`config.mk`:
```
export PLATFORM = sky130hd
export DESIGN_NAME = burst_addr_gen
export DESIGN_NICKNAME = d
export VERILOG_FILES = /design/src/rtl/addr_gen_pkg.sv /design/src/rtl/addr_gen_cfg.sv /design/src/rtl/addr_gen_engine.sv /design/src/rtl/burst_addr_gen.sv
export SDC_FILE = /design/constraint.sdc
export NUM_CORES = 1
export LEC_CHECK = 0
export CORE_ASPECT_RATIO = 0.9
export CORE_MARGIN = 2
export CORE_UTILIZATION = 50
export DETAILED_ROUTE_END_ITERATION = 7
export DONT_BUFFER_PORTS = 1
export PLACE_DENSITY = 0.75
export SETUP_SLACK_MARGIN = 0.5
export SLEW_MARGIN = 25
export SYNTH_ARGS = -nofsm -noshare
export SYNTH_HDL_FRONTEND = slang
export SYNTH_HIERARCHICAL = 1
export SYNTH_SLANG_ARGS = --single-unit
```
`constraint.sdc`:
```
create_clock -name clk -period 2.9 [get_ports clk]
set_input_delay 0.145 -clock clk [delete_from_list [all_inputs] [get_ports clk]]
set_output_delay 0.145 -clock clk [all_outputs]
set_load 0.02 [all_outputs]
```
`src/rtl/addr_gen_pkg.sv`:
```
package addr_gen_pkg;

    typedef enum logic [1:0] {
        CFG_IDLE  = 2'd0,
        CFG_ADDR  = 2'd1,
        CFG_COUNT = 2'd2
    } cfg_state_e;

    localparam logic [1:0] BURST_INCR = 2'b01;

endpackage

```
`src/rtl/addr_gen_cfg.sv`:
```
module addr_gen_cfg
    import addr_gen_pkg::*;
#(
    parameter int                ADDR_W   = 32,
    parameter int                CNT_W    = 16,
    parameter logic [ADDR_W-1:0] SEL_CODE = ADDR_W'(32'h0000_00A5)
) (
    input  logic              clk,
    input  logic              rst,
    input  logic              cfg_valid,
    input  logic [ADDR_W-1:0] cfg_data,
    input  logic              eng_busy,
    output logic              start,
    output logic [ADDR_W-1:0] start_addr,
    output logic [CNT_W-1:0]  start_count
);

    typedef struct packed {
        cfg_state_e        state;
        logic [ADDR_W-1:0] addr;
        logic [CNT_W-1:0]  count;
        logic              start;
    } cfg_regs_t;

    cfg_regs_t q, d;
    logic [CNT_W-1:0] count_word;

    assign count_word = cfg_data[CNT_W-1:0];

    always_comb begin
        d       = q;
        d.start = 1'b0;
        case (q.state)
            CFG_IDLE: begin
                if (cfg_valid && !eng_busy && !q.start && cfg_data == SEL_CODE)
                    d.state = CFG_ADDR;
            end
            CFG_ADDR: begin
                if (cfg_valid) begin
                    d.addr  = cfg_data;
                    d.state = CFG_COUNT;
                end
            end
            CFG_COUNT: begin
                if (cfg_valid) begin
                    d.count = count_word;
                    d.start = (count_word != '0);
                    d.state = CFG_IDLE;
                end
            end
            default: d.state = CFG_IDLE;
        endcase
    end

    always_ff @(posedge clk) begin
        if (rst) begin
            q.state <= CFG_IDLE;
            q.addr  <= '0;
            q.count <= '0;
            q.start <= 1'b0;
        end else begin
            q <= d;
        end
    end

    assign start       = q.start;
    assign start_addr  = q.addr;
    assign start_count = q.count;


    start_after_count_chk: assert property (@(posedge clk) disable iff (rst)
        q.start |-> ($past(q.state) == CFG_COUNT));


    no_setup_while_busy_chk: assert property (@(posedge clk) disable iff (rst)
        (q.state != CFG_IDLE) |-> !eng_busy);


    no_zero_start_chk: assert property (@(posedge clk) disable iff (rst)
        q.start |-> (q.count != '0));

endmodule

```
`src/rtl/addr_gen_engine.sv`:
```
module addr_gen_engine #(
    parameter int ADDR_W    = 32,
    parameter int CNT_W     = 16,
    parameter int DATA_W    = 64,
    parameter int BURST_LEN = 16
) (
    input  logic              clk,
    input  logic              rst,
    input  logic              start,
    input  logic [ADDR_W-1:0] start_addr,
    input  logic [CNT_W-1:0]  start_count,
    input  logic              ax_ready,
    output logic [ADDR_W-1:0] ax_addr,
    output logic [7:0]        ax_len,
    output logic [2:0]        ax_size,
    output logic              ax_valid,
    output logic              done
);

    localparam int BYTES     = DATA_W / 8;
    localparam int SIZE_CODE = $clog2(BYTES);
    localparam int STRIDE    = BYTES * BURST_LEN;
    localparam logic [CNT_W-1:0] FULL = CNT_W'(BURST_LEN);

    typedef struct packed {
        logic [ADDR_W-1:0] addr;
        logic [CNT_W-1:0]  remain;
        logic              valid;
        logic              done;
    } eng_regs_t;

    eng_regs_t q, d;
    logic [CNT_W-1:0] beats;
    logic             accept;

    assign beats  = (q.remain >= FULL) ? FULL : q.remain;
    assign accept = q.valid && ax_ready;

    always_comb begin
        d      = q;
        d.done = 1'b0;
        if (start) begin
            d.addr   = start_addr;
            d.remain = start_count;
            d.valid  = 1'b1;
        end else if (accept) begin
            d.addr   = q.addr + ADDR_W'(STRIDE);
            d.remain = q.remain - beats;
            if (q.remain == beats) begin
                d.valid = 1'b0;
                d.done  = 1'b1;
            end
        end
    end

    always_ff @(posedge clk) begin
        if (rst) begin
            q.addr   <= '0;
            q.remain <= '0;
            q.valid  <= 1'b0;
            q.done   <= 1'b0;
        end else begin
            q <= d;
        end
    end

    assign ax_addr  = q.addr;
    assign ax_len   = 8'(beats - 1'b1);
    assign ax_size  = 3'(SIZE_CODE);
    assign ax_valid = q.valid;
    assign done     = q.done;


    hold_stable_chk: assert property (@(posedge clk) disable iff (rst)
        (q.valid && !ax_ready) |=> (q.valid && $stable(q.addr) && $stable(ax_len)));


    stride_step_chk: assert property (@(posedge clk) disable iff (rst)
        (accept && q.valid && (q.remain != beats)) |=>
            (q.addr == $past(q.addr) + ADDR_W'(STRIDE)));


    len_range_chk: assert property (@(posedge clk) disable iff (rst)
        q.valid |-> (ax_len <= 8'(BURST_LEN - 1) && q.remain != '0));


    done_after_accept_chk: assert property (@(posedge clk) disable iff (rst)
        q.done |-> ($past(accept) && !q.valid));


    no_start_while_active_chk: assert property (@(posedge clk) disable iff (rst)
        start |-> !q.valid);

endmodule

```
`src/rtl/burst_addr_gen.sv`:
```
module burst_addr_gen
    import addr_gen_pkg::*;
#(
    parameter int                ADDR_W    = 32,
    parameter int                CNT_W     = 16,
    parameter int                DATA_W    = 64,
    parameter int                BURST_LEN = 16,
    parameter int                ID_W      = 4,
    parameter logic [ADDR_W-1:0] SEL_CODE  = ADDR_W'(32'h0000_00A5)
) (
    input  logic              clk,
    input  logic              rst,
    input  logic              cfg_valid,
    input  logic [ADDR_W-1:0] cfg_data,
    output logic [ADDR_W-1:0] ax_addr,
    output logic [7:0]        ax_len,
    output logic [2:0]        ax_size,
    output logic [1:0]        ax_burst,
    output logic [ID_W-1:0]   ax_id,
    output logic              ax_valid,
    input  logic              ax_ready,
    output logic              busy,
    output logic              done
);

    logic              start;
    logic [ADDR_W-1:0] start_addr;
    logic [CNT_W-1:0]  start_count;
    logic              eng_busy;

    addr_gen_cfg #(
        .ADDR_W  (ADDR_W),
        .CNT_W   (CNT_W),
        .SEL_CODE(SEL_CODE)
    ) u_cfg (
        .clk        (clk),
        .rst        (rst),
        .cfg_valid  (cfg_valid),
        .cfg_data   (cfg_data),
        .eng_busy   (eng_busy),
        .start      (start),
        .start_addr (start_addr),
        .start_count(start_count)
    );

    addr_gen_engine #(
        .ADDR_W   (ADDR_W),
        .CNT_W    (CNT_W),
        .DATA_W   (DATA_W),
        .BURST_LEN(BURST_LEN)
    ) u_eng (
        .clk        (clk),
        .rst        (rst),
        .start      (start),
        .start_addr (start_addr),
        .start_count(start_count),
        .ax_ready   (ax_ready),
        .ax_addr    (ax_addr),
        .ax_len     (ax_len),
        .ax_size    (ax_size),
        .ax_valid   (eng_busy),
        .done       (done)
    );

    assign ax_valid = eng_busy;
    assign busy     = eng_busy | start;
    assign ax_burst = BURST_INCR;
    assign ax_id    = '0;


    busy_covers_valid_chk: assert property (@(posedge clk) disable iff (rst)
        ax_valid |-> busy);


    done_single_cycle_chk: assert property (@(posedge clk) disable iff (rst)
        done |=> !done);

endmodule

```
# Yosys cells after proc, flatten, opt, wreduce, memory -nomap -nowiden
# Index checks and enable logic that the tools add are counted.
[word_totals]
wordCells = 47
register_bits = 101
out_inout_bits = 52
in_bits = 36
[classes]
n_mux = 8
n_addsub = 3
n_bitwise = 4
n_eq_ne = 7
n_reduce_logical = 16
order_cmp = 1
[ops]
columns = ["op", "count"]
rows = [
  ["2-to-1 mux 50 bit", 1],
  ["2-to-1 mux 49 bit", 1],
  ["2-to-1 mux 34 bit", 1],
  ["adder 32 x 8 -> 32 bit, second input constant", 1],
  ["== test 32 x 8 -> 1 bit, second input constant", 1],
  ["== test 16 bit", 1],
  [">= comparator 16 x 5 -> 1 bit, second input constant", 1],
  ["2-to-1 mux 16 bit", 1],
  ["nonzero test 16 bit", 1],
  ["subtractor 16 bit", 1],
  ["subtractor 8 x 1 -> 8 bit, second input constant", 1],
  ["2-to-1 mux 2 bit", 3],
  ["case mux 2 bit (3 select lines)", 1],
  ["AND reduction 2 bit", 3],
  ["OR reduction 3 bit", 2],
  ["logical AND 1 bit", 4],
  ["inequality test 2 bit, second input constant", 2],
  ["nonzero test 2 bit", 2],
  ["inverter 1 bit", 3],
  ["AND reduction 3 bit", 1],
  ["== test 2 x 1 -> 1 bit, second input constant", 1],
  ["== test 2 bit, second input constant", 1],
  ["zero test 1 bit", 2],
  ["zero test 2 bit", 1],
  ["other kinds (2)", 2],
]

# Longest topological paths before layout
# Gate-level depths: netlist of run 1.
[depth]
ltp_word = 6
ltp_mapped = 9
ltp_nobuf = 8

# Cells and area by module
# Netlist of run 1, hierarchy kept.
[modules_own_cells]
columns = ["mod", "area_each_um2", "instances", "seq_area_each_um2", "cells_each"]
rows = [
  ["addr_gen_engine", 3150.5, 1, 1001.0, 388],
  ["addr_gen_cfg", 2358.5, 1, 1021.0, 284],
  ["burst_addr_gen", 58.8, 1, 0.0, 9],
]

# Worst setup path before layout of run 1
# Ideal clock, no wire load.
[synth_path]
kind = "reg2reg"
from = "reg u_eng/q[7] (netlist bit)"
to = "reg u_eng/q[8] (netlist bit)"
path_stages_with_launch = 9
setup_time_ns = 0.120
arrival_time_ns = 2.356
required_time_ns = 2.780
setup_slack_ns = 0.424
synth_period_minus_slack_ns = 2.476
n_path_buf = 0
cell_sequence = "dfxtp_1 -> nor4_2 -> nand3_1 -> nand2_1 -> ha_1 -> nor4b_1 -> and3_1 -> nor4_1 -> o31a_1"
[synth_via]
elab_chain_len = 5
[synth_rtl]
columns = ["element", "line_no", "source"]
rows = [
  ["start, declared", "addr_gen_engine.sv:32", "eng_regs_t q, d;"],
  [">= comparator 16 x 5 -> 1 bit", "addr_gen_engine.sv:36", "assign beats = (q.remain >= FULL) ? FULL : q.remain;"],
  ["2-to-1 mux 16 bit", "addr_gen_engine.sv:36", ""],
  ["subtractor 16 bit *", "addr_gen_engine.sv:48", "d.remain = q.remain - beats;"],
  ["2-to-1 mux 50 bit *", "addr_gen_engine.sv:46", "end else if (accept) begin"],
  ["2-to-1 mux 49 bit *", "addr_gen_engine.sv:42", "if (start) begin"],
]
# Mark *: on every way between the ends. The rest lies on a longest branch, timed or not. The select of a mux whose other input is x is not followed.
# A chain may end at the register's enable or synchronous reset.

# Final worst setup path of run 1
[layout_path]
from = "reg u_eng/q[7] (netlist bit)"
to = "out ax_len[4]"
[layout_via]
elab_chain_len = 3
[layout_rtl]
columns = ["element", "line_no", "source"]
rows = [
  [">= comparator 16 x 5 -> 1 bit", "addr_gen_engine.sv:36", ""],
  ["2-to-1 mux 16 bit", "addr_gen_engine.sv:36", ""],
  ["subtractor 8 x 1 -> 8 bit", "addr_gen_engine.sv:68", "assign ax_len = 8'(beats - 1'b1);"],
  ["end, declared", "burst_addr_gen.sv:16", "output logic [7:0] ax_len,"],
]
# No other way between the ends.

==> results of run 1 <==
## metrics by stage
| stage | setup slack, ps | hold WS (ps) | instance area (um^2) | util [%] | instances |
|---|---|---|---|---|---|
| after CTS | 490 | 2.33 | 5730 | 52.8 | 774 |
| after detailed placement | 322 | 218 | 4960 | 45.7 | 718 |
| final | 493 | 8.28 | 5860 | 54.0 | 780 |
| after global placement | 516 | 216 | 4960 | 45.7 | 718 |
| after floorplan | 485 | 281 | 5600 | - | 687 |
| after global routing | 364 | 7.76 | 5860 | 54.0 | 780 |
## sequential cells by signal (all words and copies together), names as in the netlist
| signal | cells |
|---|---|
| u_cfg/start | 1 |
| u_cfg/start_count | 16 |
| u_eng/ax_addr | 32 |
| u_eng/done | 1 |
| u_cfg/q | 2 |
| u_eng/ax_valid | 1 |
| u_cfg/start_addr | 32 |
| u_eng/q | 16 |
## kinds of logic (layout without fill, tap and decap cells)
family / Yosys count / in the layout / share of synthesized area (%)
buffers and inverters: 141 / 82 / 16.9
AOI/OAI and AO/OA: 131 / 131 / 17.1
muxes: 8 / 8 / 1.44
DFF: 101 / 101 / 36.3
adders and majority gates: 3 / 3 / 0.674
other: 4 / 10 / 0.270
xor gates and xnor gates: 14 / 14 / 2.20
and+or+nand+nor: 279 / 279 / 25.1
## worst max path at each step
stage	from	endpoint	slack [ps]	cells past startpoint
5_1_grt	u_eng/q[13]	ax_len[4]	360	6
4_1_cts	u_eng/q[13]	ax_len[4]	490	6
6_report	u_eng/q[7]	ax_len[4]	490	6
3_5_place_dp	u_eng/q[10]	u_eng/q[10]	320	8
3_3_place_gp	u_eng/q[10]	u_eng/q[10]	520	8
2_1_floorplan	u_eng/q[15]	u_eng/q[12]	480	9
## critical path, cell delays in order (launching register included)
cell	delay [ps]
dfxtp_4	370
nor4_4	360
and3_4	290
nand2_1	180
ha_2	280
nor4b_4	160
o21bai_2	270
## what timing repair did
action                                 CTS  global route
hold buffers                            37             0
setup buffers                            3             6
endpoints found under the hold margin   99             0
resized for setup                       18            19
setup endpoints to repair                9            10
pin swaps                                3             3
## power by group
part	internal [mW]	switching, mW	total (mW)
clock	0.611	0.595	1.21
sequential	1.38	0.0000000000592	1.38
combinational	0.0477	0.0609	0.109
## cell type report
class	instances	area [um^2]
Fill cell	966	5000
Multi-Input combinational cell	445	2740
Sequential cell	101	2060
Timing Repair Buffer	54	528
Clock buffer	9	225
Tap cell	152	190
Clock inverter	7	73.8
Inverter	12	45.0
## layout by cell type (no fill, tap or decap), types with 9 or more instances in the layout
cell and count:
nand2_1 122, dfxtp_1 88, nor2_1 47, a21oi_1 38, dlygate4sd3_1 36, a21oi_2 21
a311oi_1 17, buf_4 16, nand3_1 16, nor4_1 15, nand4_1 12, a211oi_1 12
inv_1 11, conb_1 10, clkbuf_16 9
## metal layers
layer / vias up / global-route usage [%] / routed length [um]
li1: 2184 / - / -
met1: 2160 / 34.6 / 6250
met2: 279 / 33.1 / 6210
met3: 29 / 8.92 / 1740
met4: 0 / 7.57 / 286
met5: - / 0 / 0
==> results.toml, run 1 <==
[run_status]
outcome = "finished, final reports clean"

[synth]
synthCells = 681
synth_edf_count = 0
syn_avg_cell_area_um2 = 8.18
netlist.top_cell.by_area = "dfxtp_1"
synth_commonest_cells = "nand2_1, dfxtp_1, buf_4, nor2_1, a21oi_1"
synth.most_common_cell = "nand2_1"
synth_seq_cells = 101
yosysSeqAreaShare_pct = 36.3
yosysWarnings = 6
synth.distinct_cells = 63
async_reset_ff_share_pct = 0
synth_area_leaders = "dfxtp_1, buf_4, nand2_1"
synth_top_area_share_pct = 36.3
netlist_area_mm2 = 0.00557
synth-main-ff-cell = "dfxtp_1"

[route]
wire_per_inst_um = 18.6
drt_pass1_iterations = 6
via_per_inst = 5.96
detailedRoute.firstIterationViolations = 621
drtAntennaViolNets = 0
wl_mm = 14.5
num_vias = 4652
drc = 0

[sta]
tns_ps = 0
slew_headroom_pct = 56.8
maxSlewViolCount = 0
hold_viol = 0
rsz0062_at_grt = "yes"
final-setup-viol-count = 0
fmax_ghz = 0.415
period_share_pct = 83.0
min_period_ps = 2410
worst_pin_slew_ps = 643
finClkSkew_ps = 5.47

[worst_setup_path]
crit_type = "register to output port"
r2r_end = "u_eng/q[14]"
arrival_ps = 2260
r2r-start = "u_eng/q[17]"
cp_max_fo = 7
endpoint_kind = "output port"
worstRegToRegCells = 8
startpoint_type = "register"
cp.required_ps = 2760
r2r_setup_slack_ps = 580

[clock_network]
clk_pin_slew_ps = 70
numCtsBuffers = 9
cts_tree = "yes"
worstSkewPairLatency_ps = 360
cts_sinks = 101
htreeDepth = 3
clockBufferDepth = 2
root_buffer = "clkbuf_16"

[floorplanning]
core_area_mm2 = 0.0109
start_util_pct = 51.3
fp.dieH_um = 104
die-area_mm2 = 0.0120
ioPinCount = 88
rows = 36
fp.dieW_um = 115

[power]
peakVddDrop_v = 0.000344
power_mw = 2.69
p_leak_nw = 1.93
p_per_area_mw_per_mm2 = 460

[hold_path]
hold_path_class = "input port to register"
hold_start = "cfg_data[27]"
holdPathStages = 3
hold_end = "u_cfg/q[49]"

[global_route]
gr-usage-all-layers_pct = 24.0
grt_pass1_vias = 4367
gr-total-overflow = 0
antenna_found_initial = 1
grt_pass1_wl_mm = 23.0
grt_max_degree = 100

[finish]
fin_nets = 662
syn2layout_area_growth_pct = 5.19
drive_gt1_share_pct = 14.8
n_antenna_cell = 0

[flow_run]
drv_cap = 0

[placed_design]
dp_hpwl_mm = 9.24
io_buffers = 0
gp_congestion = 0.893
Power figures use the tool's default switching activity.
==> inputs of run 2 (changes only) <==
==> constraint.sdc (replaced) <==
create_clock -name clk -period 2.4 [get_ports clk]
set_input_delay 0.12 -clock clk [delete_from_list [all_inputs] [get_ports clk]]
set_output_delay 0.12 -clock clk [all_outputs]
set_load 0.02 [all_outputs]
==> results.toml, run 2 (synthesis results as in run 1) <==
[route]
drt_pass1_iterations = 8
detailedRoute.firstIterationViolations = 475
wl_mm = 15.7
via_per_inst = 5.91
wire_per_inst_um = 18.5
drc = 1
drtAntennaViolNets = 0
num_vias = 4996

[finish]
mostFrequentLayoutCells = "nand2_1, dfxtp_1, dlygate4sd3_1"
fill_cells = 883
drive_gt1_share_pct = 24.5
postLayoutCoreUtil_pct = 61.0
multi_input_area_mm2 = 0.00294
seq_area_mm2 = 0.00207
syn2layout_area_growth_pct = 19.0
fin_nets = 728
final_common_cell = "nand2_1"
n_antenna_cell = 0

[sta]
slew_headroom_pct = 61.9
min_period_ps = 2230
hold_viol = 0
maxSlewViolCount = 0
period_share_pct = 92.8
rsz0062_at_grt = "yes"
finClkSkew_ps = 9.48
tns_ps = 0
hold_slack_ps = 30.5
worst_pin_slew_ps = 566
final-setup-viol-count = 0
fmax_ghz = 0.449

[placed_design]
dp_hpwl_mm = 9.60
io_buffers = 0
gp_congestion = 0.886

[power]
p_switching_uw = 725
pwr-share-comb_pct = 4.0
seqPwrFrac_pct = 52.6
peakVddDrop_v = 0.000427
p_per_area_mw_per_mm2 = 476
p_clk_share_pct = 43.3
p_int_mw = 2.43
p_leak_nw = 2.34
switching_share_pct = 23.0

[floorplanning]
start_util_pct = 51.3
core_area_mm2 = 0.0109
rows = 36
ioPinCount = 88
fp.dieW_um = 115
fp.dieH_um = 104
die-area_mm2 = 0.0120

[run_status]
outcome = "finished, violations left"
failed_checks = "design-rule violations"

[global_route]
grt_pass1_vias = 4754
use_met2_pct = 38.0
use_met1_pct = 35.5
gr-usage-all-layers_pct = 25.9
gr-total-overflow = 0
antenna_found_initial = 0
grt.busiest_layer = "met2"
grt_max_degree = 75
grt.met3_usage_pct = 9.79
grt_pass1_wl_mm = 24.6

[worst_setup_path]
endpoint_kind = "register"
cp.required_ps = 2610
arrival_ps = 2440
crit_type = "register to register"
startpoint_type = "register"
cp_max_fo = 4

[clock_network]
cts_tree = "yes"
cts_sinks = 101
root_buffer = "clkbuf_16"
clk_pin_slew_ps = 70
numCtsBuffers = 9
htreeDepth = 3
clockBufferDepth = 2
worstSkewPairLatency_ps = 350

[hold_path]
hold_path_class = "input port to register"

[flow_run]
drv_cap = 0
-- run 2: per-stage QoR --
step / cell area, um^2 / power (mW) / instances / setup WS, ps
global route: 6630 / 3.25 / 845 / 110
detailed placement: 5280 / 1.75 / 747 / -17.8
global placement: 5280 / 1.75 / 747 / 99.5
CTS: 6460 / 3.17 / 840 / 192
finish: 6630 / 3.16 / 845 / 172
floorplan: 5710 / 1.78 / 687 / 531
-- run 2: final timing paths --
path,from,to,slack [ps],cells past startpoint
min reg2reg,u_cfg/start_addr[21],u_cfg/start_addr[21],460,2
max,u_eng/q[11],u_eng/q[12],170,11
max reg2reg,u_eng/q[11],u_eng/q[12],170,11
min,cfg_data[23],u_cfg/q[49],30,3
-- run 2: repair_timing --
action | 4_1_cts | 5_1_grt
hold buffers | 59 | 0
pin swaps | 18 | 17
buffers inserted | 19 | 5
cloned | 0 | 0
gates resized for setup | 43 | 32
endpoints found under the setup margin | 18 | 40
hold endpoints to repair | 100 | 0
-- run 2: critical path, stage by stage, from the launching register on --
cell	delay (ps)
dfxtp_4	360
nor4_4	330
nand3_2	140
nand2_2	110
ha_4	160
buf_6	90
buf_6	100
inv_4	40
nor4_4	400
buf_4	180
or4_4	110
a311oi_2	80
-- run 2: final cells by class --
class	count	share of cell area [%]
timing repair buffer	120	16.6
sequential	101	31.3
tap	152	2.87
inverter	12	0.755
clock buffer	9	3.40
multi-input combinational	445	44.4
clock inverter	6	0.736
-- run 2: power groups by stage --
| stage | clock [mW] | sequential (mW) | combinational (mW) |
|---|---|---|---|
| after floorplan | 0 | 1.71 | 0.0688 |
| after global placement | 0 | 1.71 | 0.0353 |
| after detailed placement | 0 | 1.71 | 0.0356 |
| after CTS | 1.39 | 1.66 | 0.120 |
| after global routing | 1.45 | 1.66 | 0.135 |
| final | 1.37 | 1.66 | 0.127 |
-- run 2: routing by layer --
| layer | part of all wire, % | wire, um |
|---|---|---|
| met5 | 0 | 0 |
| met3 | 12 | 1840 |
| met2 | 43 | 6810 |
| met1 | 43 | 6700 |
| met4 | 2.1 | 322 |
==> inputs of run 3 (changes only) <==
--- a/config.mk
+++ b/config.mk
@@ -8,9 +8,10 @@
 export CORE_ASPECT_RATIO = 0.9
 export CORE_MARGIN = 2
 export CORE_UTILIZATION = 50
+export CTS_CLUSTER_SIZE = 24
 export DETAILED_ROUTE_END_ITERATION = 7
 export DONT_BUFFER_PORTS = 1
-export PLACE_DENSITY = 0.75
+export PLACE_DENSITY = 0.78
 export SETUP_SLACK_MARGIN = 0.5
 export SLEW_MARGIN = 25
 export SYNTH_ARGS = -nofsm -noshare
==> constraint.sdc (replaced) <==
create_clock -name clk -period 1.8 [get_ports clk]
set_input_delay 0 -clock clk [delete_from_list [all_inputs] [get_ports clk]]
set_output_delay 0 -clock clk [all_outputs]
set_load 0.02 [all_outputs]
==> results.toml, run 3 (synthesis results as in run 1) <==
[worst_setup_path]
r2r-start = "u_eng/q[6]"
endpoint_kind = "register"
max_stage_delay_ps = 510
crit_type = "register to register"
arrival_ps = 2430
cp_max_fo = 5
cp.required_ps = 2060
r2r_setup_slack_ps = -370
startpoint_type = "register"
crit_slowest_cell = "or4_1"
worstRegToRegCells = 8
r2r_end = "u_eng/q[12]"
crit_chain = "nor4_4 -> nand3_2 -> nand2_2 -> ha_4 -> o41ai_4 -> nand4_1 -> or4_1 -> a311oi_1"

[placed_design]
place_ws_ps = -492
dp_hpwl_mm = 10.2
io_buffers = 0
gp_congestion = 0.942

[finish]
mostFrequentLayoutCells = "nand2_1, buf_4, dfxtp_1"
fin_nets = 765
syn2layout_area_growth_pct = 35.8
seq_area_mm2 = 0.00208
final_common_cell = "nand2_1"
postLayoutCoreUtil_pct = 69.6
multi_input_area_mm2 = 0.00347
fill_cells = 730
n_antenna_cell = 0
drive_gt1_share_pct = 41.7

[global_route]
grt_pass1_wl_mm = 26.0
gr-total-overflow = 0
antenna_found_initial = 0
gr-usage-all-layers_pct = 27.2
grt_max_degree = 104
grt_pass1_vias = 4972

[sta]
worst_slack_ps = -368
tns_ps = -3140
hold_viol = 98
maxSlewViolCount = 0
rsz0062_at_grt = "yes"
hold_slack_ps = -284
finClkSkew_ps = 11.5
min_period_ps = 2170
final-setup-viol-count = 18
period_share_pct = 120
worst_pin_slew_ps = 511
fmax_ghz = 0.461
slew_headroom_pct = 65.6

[route]
wire_per_inst_um = 21.5
wl_mm = 19.0
drc = 0
via_per_inst = 6.15
drtAntennaViolNets = 0
drt_pass1_iterations = 5
detailedRoute.firstIterationViolations = 571
num_vias = 5428

[floorplanning]
core_area_mm2 = 0.0109
fp.dieH_um = 104
start_util_pct = 51.3
die-area_mm2 = 0.0120
fp.dieW_um = 115
ioPinCount = 88
rows = 36

[clock_network]
cts_sinks = 101
root_buffer = "clkbuf_16"
clockBufferDepth = 2
cts_tree = "yes"
numCtsBuffers = 9
htreeDepth = 3
worstSkewPairLatency_ps = 360
clk_pin_slew_ps = 70

[power]
p_leak_nw = 2.78
p_per_area_mw_per_mm2 = 569
peakVddDrop_v = 0.000600

[hold_path]
hold_path_class = "input port to register"
hold_start = "rst"
holdPathStages = 1
hold_end = "u_eng/ax_addr[7]"

[flow_run]
drv_cap = 0

[run_status]
outcome = "finished, violations left"
failed_checks = "negative hold slack, negative setup slack"
## run 3: final cells by class
| class | count | area share, % |
|---|---|---|
| inverter | 12 | 0.629 |
| sequential | 101 | 27.5 |
| tap | 152 | 2.52 |
| clock buffer | 10 | 3.16 |
| multi-input combinational | 445 | 45.9 |
| timing repair buffer | 157 | 19.6 |
| clock inverter | 6 | 0.712 |
## run 3: per-layer routing
layer / GRT usage, % / vias to the layer above / routed length [um]
met4: 7.66 / 0 / 746
li1: - / 2394 / -
met3: 8.80 / 69 / 1760
met2: 41.6 / 314 / 8860
met5: 0 / - / 0
met1: 36.7 / 2651 / 7580
## run 3: power breakdown
group / internal, mW / switching, mW
Clock: 0.999 / 0.930
Combinational: 0.0780 / 0.0727
Sequential: 2.22 / 0.0000000000704
## run 3: how the worst max path moves through the flow
| stage | to | startpoint | slack [ps] |
|---|---|---|---|
| after CTS | u_eng/q[12] | u_eng/q[11] | -250 |
| after floorplan | u_eng/q[12] | u_eng/q[4] | 20 |
| after detailed placement | u_eng/q[12] | u_eng/q[8] | -490 |
| final | u_eng/q[12] | u_eng/q[6] | -370 |
| after global routing | u_eng/q[12] | u_eng/q[16] | -430 |
| after global placement | u_eng/q[12] | u_eng/q[8] | -430 |
## run 3: critical path: cells and delay by family, from the launching register on
| family | cells | cell delay, ps |
|---|---|---|
| AO/OA/AOI/OAI | 2 | 530 |
| AND/OR/NAND/NOR | 5 | 980 |
| flip-flops | 1 | 380 |
| adder cells (fa/ha/maj) | 1 | 170 |
## run 3: what timing repair did
item | 4_1_cts | 5_1_grt
resized for setup | 106 | 69
hold buffers | 9 | 24
gates cloned | 0 | 0
hold endpoints to repair | 101 | 101
endpoints found under the setup margin | 80 | 67
pin swaps | 61 | 41
setup buffers | 35 | 23
## run 3: per-stage QoR
| stage | instance area [um^2] | instances | hold WS (ps) | power, mW |
|---|---|---|---|---|
| 6_report | 7560 | 883 | -284 | 4.30 |
| 5_1_grt | 7560 | 883 | -288 | 4.40 |
| 4_1_cts | 6800 | 836 | -292 | 4.23 |
| 3_5_place_dp | 5680 | 776 | 81.6 | 2.33 |
| 3_3_place_gp | 5680 | 776 | 76.3 | 2.33 |
| 2_1_floorplan | 5910 | 687 | 136 | 2.37 |
